File: src/rtl/dcs_pkg.sv
package dcs_pkg;

  typedef enum logic [1:0] {
    SZ_B1  = 2'd0,
    SZ_B2  = 2'd1,
    SZ_B4  = 2'd2,
    SZ_BAD = 2'd3
  } xfer_size_e;

  // status bit positions decoded by software
  localparam int BIT_CE   = 30;
  localparam int BIT_SERR = 29;
  localparam int BIT_DERR = 28;
  localparam int BIT_REQ  = 26;
  localparam int BIT_BUSY = 25;
  localparam int BIT_DONE = 24;

  function automatic logic [2:0] size_bytes(input logic [1:0] code);
    case (xfer_size_e'(code))
      SZ_B1:   size_bytes = 3'd1;
      SZ_B2:   size_bytes = 3'd2;
      SZ_B4:   size_bytes = 3'd4;
      default: size_bytes = 3'd0;
    endcase
  endfunction

endpackage

File: src/rtl/dcs_cfg_check.sv
module dcs_cfg_check #(
  parameter int ADDR_W = 32,
  parameter int CNT_W  = 20,
  parameter int TAG_W  = 12,
  parameter int NREG   = 3,
  parameter logic [NREG*TAG_W-1:0] REGION_TAGS = 36'h200_1FF_000
) (
  input  logic [ADDR_W-1:0] src_addr,
  input  logic [ADDR_W-1:0] dst_addr,
  input  logic [1:0]        src_size,
  input  logic [1:0]        dst_size,
  input  logic [CNT_W-1:0]  cnt,
  output logic              bad
);
  import dcs_pkg::*;

  logic [NREG-1:0] src_hit, dst_hit;

  for (genvar g = 0; g < NREG; g++) begin : g_region
    assign src_hit[g] = src_addr[ADDR_W-1 -: TAG_W] == REGION_TAGS[g*TAG_W +: TAG_W];
    assign dst_hit[g] = dst_addr[ADDR_W-1 -: TAG_W] == REGION_TAGS[g*TAG_W +: TAG_W];
  end

  logic [2:0] sb, db;
  logic [1:0] smask, dmask, mmask;
  logic       size_bad, src_mis, dst_mis, cnt_mis, cnt_zero, region_bad;

  always_comb begin
    sb         = size_bytes(src_size);
    db         = size_bytes(dst_size);
    smask      = sb[1:0] - 2'd1;
    dmask      = db[1:0] - 2'd1;
    mmask      = smask | dmask;
    size_bad   = (src_size == SZ_BAD) || (dst_size == SZ_BAD);
    src_mis    = (src_addr & ADDR_W'(smask)) != '0;
    dst_mis    = (dst_addr & ADDR_W'(dmask)) != '0;
    cnt_mis    = (cnt & CNT_W'(mmask)) != '0;
    cnt_zero   = cnt == '0;
    region_bad = ~|src_hit || ~|dst_hit;
    bad        = size_bad | src_mis | dst_mis | cnt_mis | cnt_zero | region_bad;
  end

endmodule

File: src/rtl/dcs_byte_counter.sv
module dcs_byte_counter #(
  parameter int CNT_W = 20
) (
  input  logic             clk,
  input  logic             rst,
  input  logic             load,
  input  logic [CNT_W-1:0] load_val,
  input  logic             dec,
  input  logic [2:0]       dec_by,
  output logic [CNT_W-1:0] cnt,
  output logic             last
);

  logic [CNT_W-1:0] step;
  assign step = CNT_W'(dec_by);
  assign last = cnt <= step;

  always_ff @(posedge clk) begin
    if (rst)       cnt <= '0;
    else if (load) cnt <= load_val;
    else if (dec)  cnt <= last ? '0 : cnt - step;
  end

  // a beat can only lower the count, never wrap it upward
  a_r8_no_wrap: assert property (@(posedge clk) disable iff (rst)
    dec && !load |=> cnt <= $past(cnt));

endmodule

File: src/rtl/dma_chan_stat.sv
module dma_chan_stat #(
  parameter int ADDR_W = 32,
  parameter int BCR_W  = 24,
  parameter int CNT_W  = 20,
  parameter int TAG_W  = 12,
  parameter int NREG   = 3,
  parameter logic [NREG*TAG_W-1:0] REGION_TAGS = 36'h200_1FF_000,
  parameter logic [3:0] UPPER_PAT = 4'b1110
) (
  input  logic              clk,
  input  logic              rst,
  input  logic              reg_wr,
  input  logic [31:0]       reg_wdata,
  output logic [31:0]       reg_rdata,
  input  logic [ADDR_W-1:0] src_addr,
  input  logic [ADDR_W-1:0] dst_addr,
  input  logic [1:0]        src_size,
  input  logic [1:0]        dst_size,
  input  logic              start,
  input  logic              chan_sel,
  input  logic              beat_done,
  input  logic              rd_err,
  input  logic              wr_err,
  input  logic              irq_en,
  output logic              irq
);
  import dcs_pkg::*;

  localparam int PAT_W = BCR_W - CNT_W;

  logic ce_q, serr_q, derr_q, req_q, busy_q, done_q, pat_q, irq_q;
  logic [1:0] dsz_q;
  logic [CNT_W-1:0] cnt;
  logic cnt_last, cfg_bad;

  logic clr, cnt_wr, cnt_legal, load, start_ok, start_bad, dec, err_end, fin;
  logic ce_n, serr_n, derr_n, req_n, busy_n, done_n;
  logic unused_wbits;

  assign unused_wbits = ^reg_wdata[31:BIT_DONE+1];

  dcs_cfg_check #(
    .ADDR_W(ADDR_W), .CNT_W(CNT_W), .TAG_W(TAG_W),
    .NREG(NREG), .REGION_TAGS(REGION_TAGS)
  ) u_cfg (
    .src_addr(src_addr), .dst_addr(dst_addr),
    .src_size(src_size), .dst_size(dst_size),
    .cnt(cnt), .bad(cfg_bad)
  );

  dcs_byte_counter #(.CNT_W(CNT_W)) u_cnt (
    .clk(clk), .rst(rst),
    .load(load), .load_val(reg_wdata[CNT_W-1:0]),
    .dec(dec), .dec_by(size_bytes(dsz_q)),
    .cnt(cnt), .last(cnt_last)
  );

  always_comb begin
    clr       = reg_wr & reg_wdata[BIT_DONE];
    cnt_wr    = reg_wr & ~reg_wdata[BIT_DONE] & ~busy_q;
    cnt_legal = reg_wdata[BCR_W-1:CNT_W] == '0;
    load      = cnt_wr & cnt_legal;
    start_ok  = start & ~busy_q & ~cfg_bad;
    start_bad = start & ~busy_q & cfg_bad;
    err_end   = busy_q & (rd_err | wr_err);
    dec       = busy_q & beat_done & ~rd_err & ~wr_err;
    fin       = dec & cnt_last;
    // acknowledge clears first; hardware events set on top of it
    ce_n      = (ce_q & ~clr) | (cnt_wr & ~cnt_legal) | start_bad;
    serr_n    = (serr_q & ~clr) | (busy_q & rd_err);
    derr_n    = (derr_q & ~clr) | (busy_q & wr_err);
    done_n    = (done_q & ~clr & ~start_ok) | fin | err_end | start_bad;
    busy_n    = start_ok | (busy_q & ~clr & ~fin & ~err_end);
    req_n     = busy_n & ~chan_sel;
  end

  always_ff @(posedge clk) begin
    if (rst) begin
      ce_q   <= 1'b0;
      serr_q <= 1'b0;
      derr_q <= 1'b0;
      req_q  <= 1'b0;
      busy_q <= 1'b0;
      done_q <= 1'b0;
      pat_q  <= 1'b0;
      irq_q  <= 1'b0;
      dsz_q  <= 2'd0;
    end else begin
      ce_q   <= ce_n;
      serr_q <= serr_n;
      derr_q <= derr_n;
      req_q  <= req_n;
      busy_q <= busy_n;
      done_q <= done_n;
      pat_q  <= pat_q | load;
      irq_q  <= done_n & irq_en;
      if (start_ok) dsz_q <= dst_size;
    end
  end

  assign reg_rdata = {1'b0, ce_q, serr_q, derr_q, 1'b0, req_q, busy_q, done_q,
                      (pat_q ? UPPER_PAT[PAT_W-1:0] : {PAT_W{1'b0}}), cnt};
  assign irq = irq_q;

  // a pending request only exists on a busy channel
  a_r7_req_needs_busy: assert property (@(posedge clk) disable iff (rst)
    req_q |-> busy_q);

  // a channel is never busy and done at once
  a_r8_busy_done_excl: assert property (@(posedge clk) disable iff (rst)
    !(busy_q && done_q));

  // a rejected start ends the channel with an error
  a_r5_bad_start: assert property (@(posedge clk) disable iff (rst)
    start && !busy_q && cfg_bad |=> ce_q && done_q && !busy_q);

  // an acknowledge on an idle channel leaves every flag clear
  a_r10_ack_clears: assert property (@(posedge clk) disable iff (rst)
    reg_wr && reg_wdata[BIT_DONE] && !busy_q && !start
      |=> !ce_q && !serr_q && !derr_q && !done_q);

  // the interrupt line is never up without done
  a_r12_irq_done: assert property (@(posedge clk) disable iff (rst)
    irq_q |-> done_q);

endmodule

File: config.mk
export PLATFORM = sky130hd
export DESIGN_NAME = dma_chan_stat
export DESIGN_NICKNAME = d
export VERILOG_FILES = /design/src/rtl/dcs_pkg.sv /design/src/rtl/dcs_cfg_check.sv /design/src/rtl/dcs_byte_counter.sv /design/src/rtl/dma_chan_stat.sv
export SDC_FILE = /design/constraint.sdc
export NUM_CORES = 1
export LEC_CHECK = 0
export CAP_MARGIN = 40
export CORE_UTILIZATION = 33
export DETAILED_ROUTE_END_ITERATION = 6
export HOLD_SLACK_MARGIN = 0.12
export PLACE_DENSITY = 0.81
export REMOVE_ABC_BUFFERS = 1
export SYNTH_ARGS = -nofsm -noshare
export SYNTH_HDL_FRONTEND = slang
export SYNTH_SLANG_ARGS = --single-unit
File: constraint.sdc
create_clock -name clk -period 3.5 [get_ports clk]
set_input_delay 0.35 -clock clk [delete_from_list [all_inputs] [get_ports clk]]
set_output_delay 0.35 -clock clk [all_outputs]
set_load 0.05 [all_outputs]
==> flow_summary.yaml <==
timing:
  skew_ns: 0.00910
  rsz0062_at_grt: "false"
  worst_slew_pin_slew_ns: 0.735
  finalCritPeriodShare_pct: 76.1
  setup_viol: 0
  min_period_ns: 2.66
  drv_slew: 0
  tns_ns: 0
  setup_ws_ns: 0.835
  max_slew_margin_pct: 50.8
  hold_viol: 0
  fmax_ghz: 0.375
global_route:
  antenna_found_initial: 0
  track_usage_pct: 18.6
  grt_max_degree: 21
  grt_pass1_vias: 2049
  overflow: 0
  grt_pass1_wl_mm: 9.09
pwr:
  p_clk_share_pct: 33.8
  ir_drop_uv: 191
  leakage_nw: 1.06
  p_switching_w: 0.000224
  powerDensity_mw_per_mm2: 280
  pwr-share-comb_pct: 23.8
  intPower_w: 0.000613
  seqPwrFrac_pct: 42.4
  p_sw_share_pct: 26.7
cells_and_area:
  drive_gt1_share_pct: 8.36
  fill_cells: 519
  area_growth_pct: 53.6
  fin_nets: 435
  diodes: 0
place:
  dp_hpwl_mm: 4.55
  gp_congestion: 0.871
  pre_cts_ws_ns: 0.865
  port_buffers: 95
clock_network:
  ctsResizeCount: 0
  h-tree-depth: 2
  clock-root-buffer: "clkbuf_8"
  cts-buffers-inserted: 5
  cts_tree: "built"
  cts.path.max_buffers: 2
  cts.clk_slew.worst_paths_ns: 0.07
  cts_sinks: 30
  clk_latency_ns: 0.28
  cts_setup_buffers: 0
  cts_hold_buf: 0
yosys:
  synth_seq_cells: 30
  synth_area_mm2: 0.00194
  synth_compound_area_share_pct: 16.6
  synthXorXnorAreaFrac_pct: 6.76
  ys_seq_area_share_pct: 30.9
  synth_fa_ha_area_share_pct: 2.96
  yosysTopAreaCellShare_pct: 30.9
  synthTopCellsByArea: "dfxtp_1, buf_4, nor2_1, xnor2_1, nand2_1"
  synth_top_family_by_area: "simple AND/OR/NAND/NOR gates"
  syn_inst: 233
  synth-simple-area-share_pct: 34.3
  synth.mux.area_fraction_pct: 1.03
  synth_flop_cell: "dfxtp_1"
  yosysWarnings: 0
  synth_edf_count: 0
  synth_most_common_cell: "dfxtp_1"
  synth_commonest_cells: "dfxtp_1, nor2_1, nand2_1, nor4_1, buf_4"
  async_flop_share_pct: 0
  synth_top_area_cell: "dfxtp_1"
  syn_area_per_cell_um2: 8.34
  synth.distinct_cells: 59
worst_hold_path:
  hold_depth: 2
  hp-class: "reg2reg"
outcome:
  status: "completed"
floorplanning:
  core.rowCount: 27
  die_area_mm2: 0.00620
  dieHeight_um: 78.7
  core-area_mm2: 0.00557
  io-pin-count: 142
  start_util_pct: 34.9
  die_x_um: 78.7
drt:
  dr.pass1.iters: 4
  wire_per_inst_um: 14.4
  drc: 0
  drt_iter0_drc: 82
  routed_via_density: 5.20
  drt.antenna.violating_nets: 0
  drt-total-wl_mm: 5.70
  vias: 2055
critical_path:
  r2r_cells: 10
  cp-end-kind: "flop"
  cp.required_ns: 3.70
  r2r_slack_ns: 0.84
  crit_path_start_kind: "flop"
  worstSetupPathType: "reg2reg"
  cp_max_fo: 7
  cp.arrival_ns: 2.87
flow_run:
  max_cap_violations: 0
[sequential cells by signal (all words and copies together), names as in the netlist]
name       flops
ce_q           1
done_q         1
req_q          1
u_cnt.cnt     20
dsz_q          2
pat_q          1
derr_q         1
irq            1
busy_q         1
serr_q         1
[critical path: stages, from the launching register on]
cell and delay, ns:
dfxtp_1 0.37, inv_1 0.08, ha_1 0.16, inv_1 0.06, fa_1 0.42, a21o_1 0.25
or2_2 0.31, or4_1 0.49, nor3_1 0.18, a21oi_1 0.08, a211oi_2 0.21
[layout make-up]
cell class / instances / area [um^2] / area share, %
multi-input cells: 182 / 1210 / 40.5
repair buffers: 98 / 973 / 32.6
flip-flops and latches: 30 / 601 / 20.1
well taps: 72 / 90.1 / 3.02
clock buffers: 7 / 86.3 / 2.89
inverters: 5 / 18.8 / 0.629
clock inverters: 1 / 5.00 / 0.168
[per-layer routing]
| metal | wire, um | global-route usage [%] | vias up |
|---|---|---|---|
| met3 | 318 | 4.37 | 10 |
| met2 | 2790 | 30.6 | 61 |
| met5 | 0 | 0 | - |
| met4 | 129 | 8.70 | 0 |
| li1 | - | - | 1034 |
| met1 | 2470 | 22.8 | 950 |
[cell families (layout without fill, tap and decap cells)]
kind of cell | after synthesis | count (layout)
muxes | 2 | 2
adders and majority gates | 4 | 4
and+or+nand+nor | 113 | 113
other | 1 | 3
AOI/OAI and AO/OA | 45 | 45
buffers and inverters | 23 | 111
xor gates and xnor gates | 15 | 15
DFF | 30 | 30
[power groups by stage]
| stage | clock [W] | sequential (W) | combinational [W] |
|---|---|---|---|
| after floorplan | 0 | 0.000383 | 0.0000690 |
| after global placement | 0 | 0.000362 | 0.000196 |
| after detailed placement | 0 | 0.000363 | 0.000198 |
| after CTS | 0.000292 | 0.000355 | 0.000199 |
| after global routing | 0.000313 | 0.000356 | 0.000213 |
| final | 0.000283 | 0.000355 | 0.000199 |
[cell usage in the layout (no fill, tap or decap), drive strengths merged, types with 3 or more instances in the layout]
master | synthesis | final
or4 | 6 | 6
a22oi | 3 | 3
xnor2 | 10 | 10
clkbuf | 4 | 7
buf | 14 | 3
a222oi | 4 | 4
a211oi | 3 | 3
nand4b | 4 | 4
nand3b | 3 | 3
dfxtp | 30 | 30
or3 | 6 | 6
xor2 | 5 | 5
conb | 1 | 3
nor4 | 16 | 16
nand2 | 24 | 24
nor2 | 25 | 25
a21oi | 8 | 8
nand3 | 3 | 3
nor3 | 11 | 11
nand2b | 3 | 3
ha | 3 | 3
clkdlybuf4s50 | 0 | 95
inv | 5 | 5
o21ai | 16 | 16
[final timing paths]
path                                                 from                         end
worst min register to register          derr_q$_SDFF_PP0_           derr_q$_SDFF_PP0_
worst max-delay path            u_cnt.cnt[0]$_SDFFE_PP0P_  u_cnt.cnt[18]$_SDFFE_PP0P_
worst max register to register  u_cnt.cnt[0]$_SDFFE_PP0P_  u_cnt.cnt[18]$_SDFFE_PP0P_
worst min-delay path                    derr_q$_SDFF_PP0_           derr_q$_SDFF_PP0_
[stage by stage]
stage | util [%] | cell area (um^2) | instances | total power [W] | hold WS [ns]
2_1_floorplan | - | 1830 | 217 | 0.000452 | 0.415
3_3_place_gp | 51.8 | 2890 | 386 | 0.000558 | 0.479
3_5_place_dp | 51.9 | 2890 | 387 | 0.000561 | 0.487
4_1_cts | 53.5 | 2980 | 395 | 0.000846 | 0.507
5_1_grt | 53.5 | 2980 | 395 | 0.000881 | 0.535
6_report | 53.5 | 2980 | 395 | 0.000837 | 0.503
Power figures use the tool's default switching activity.
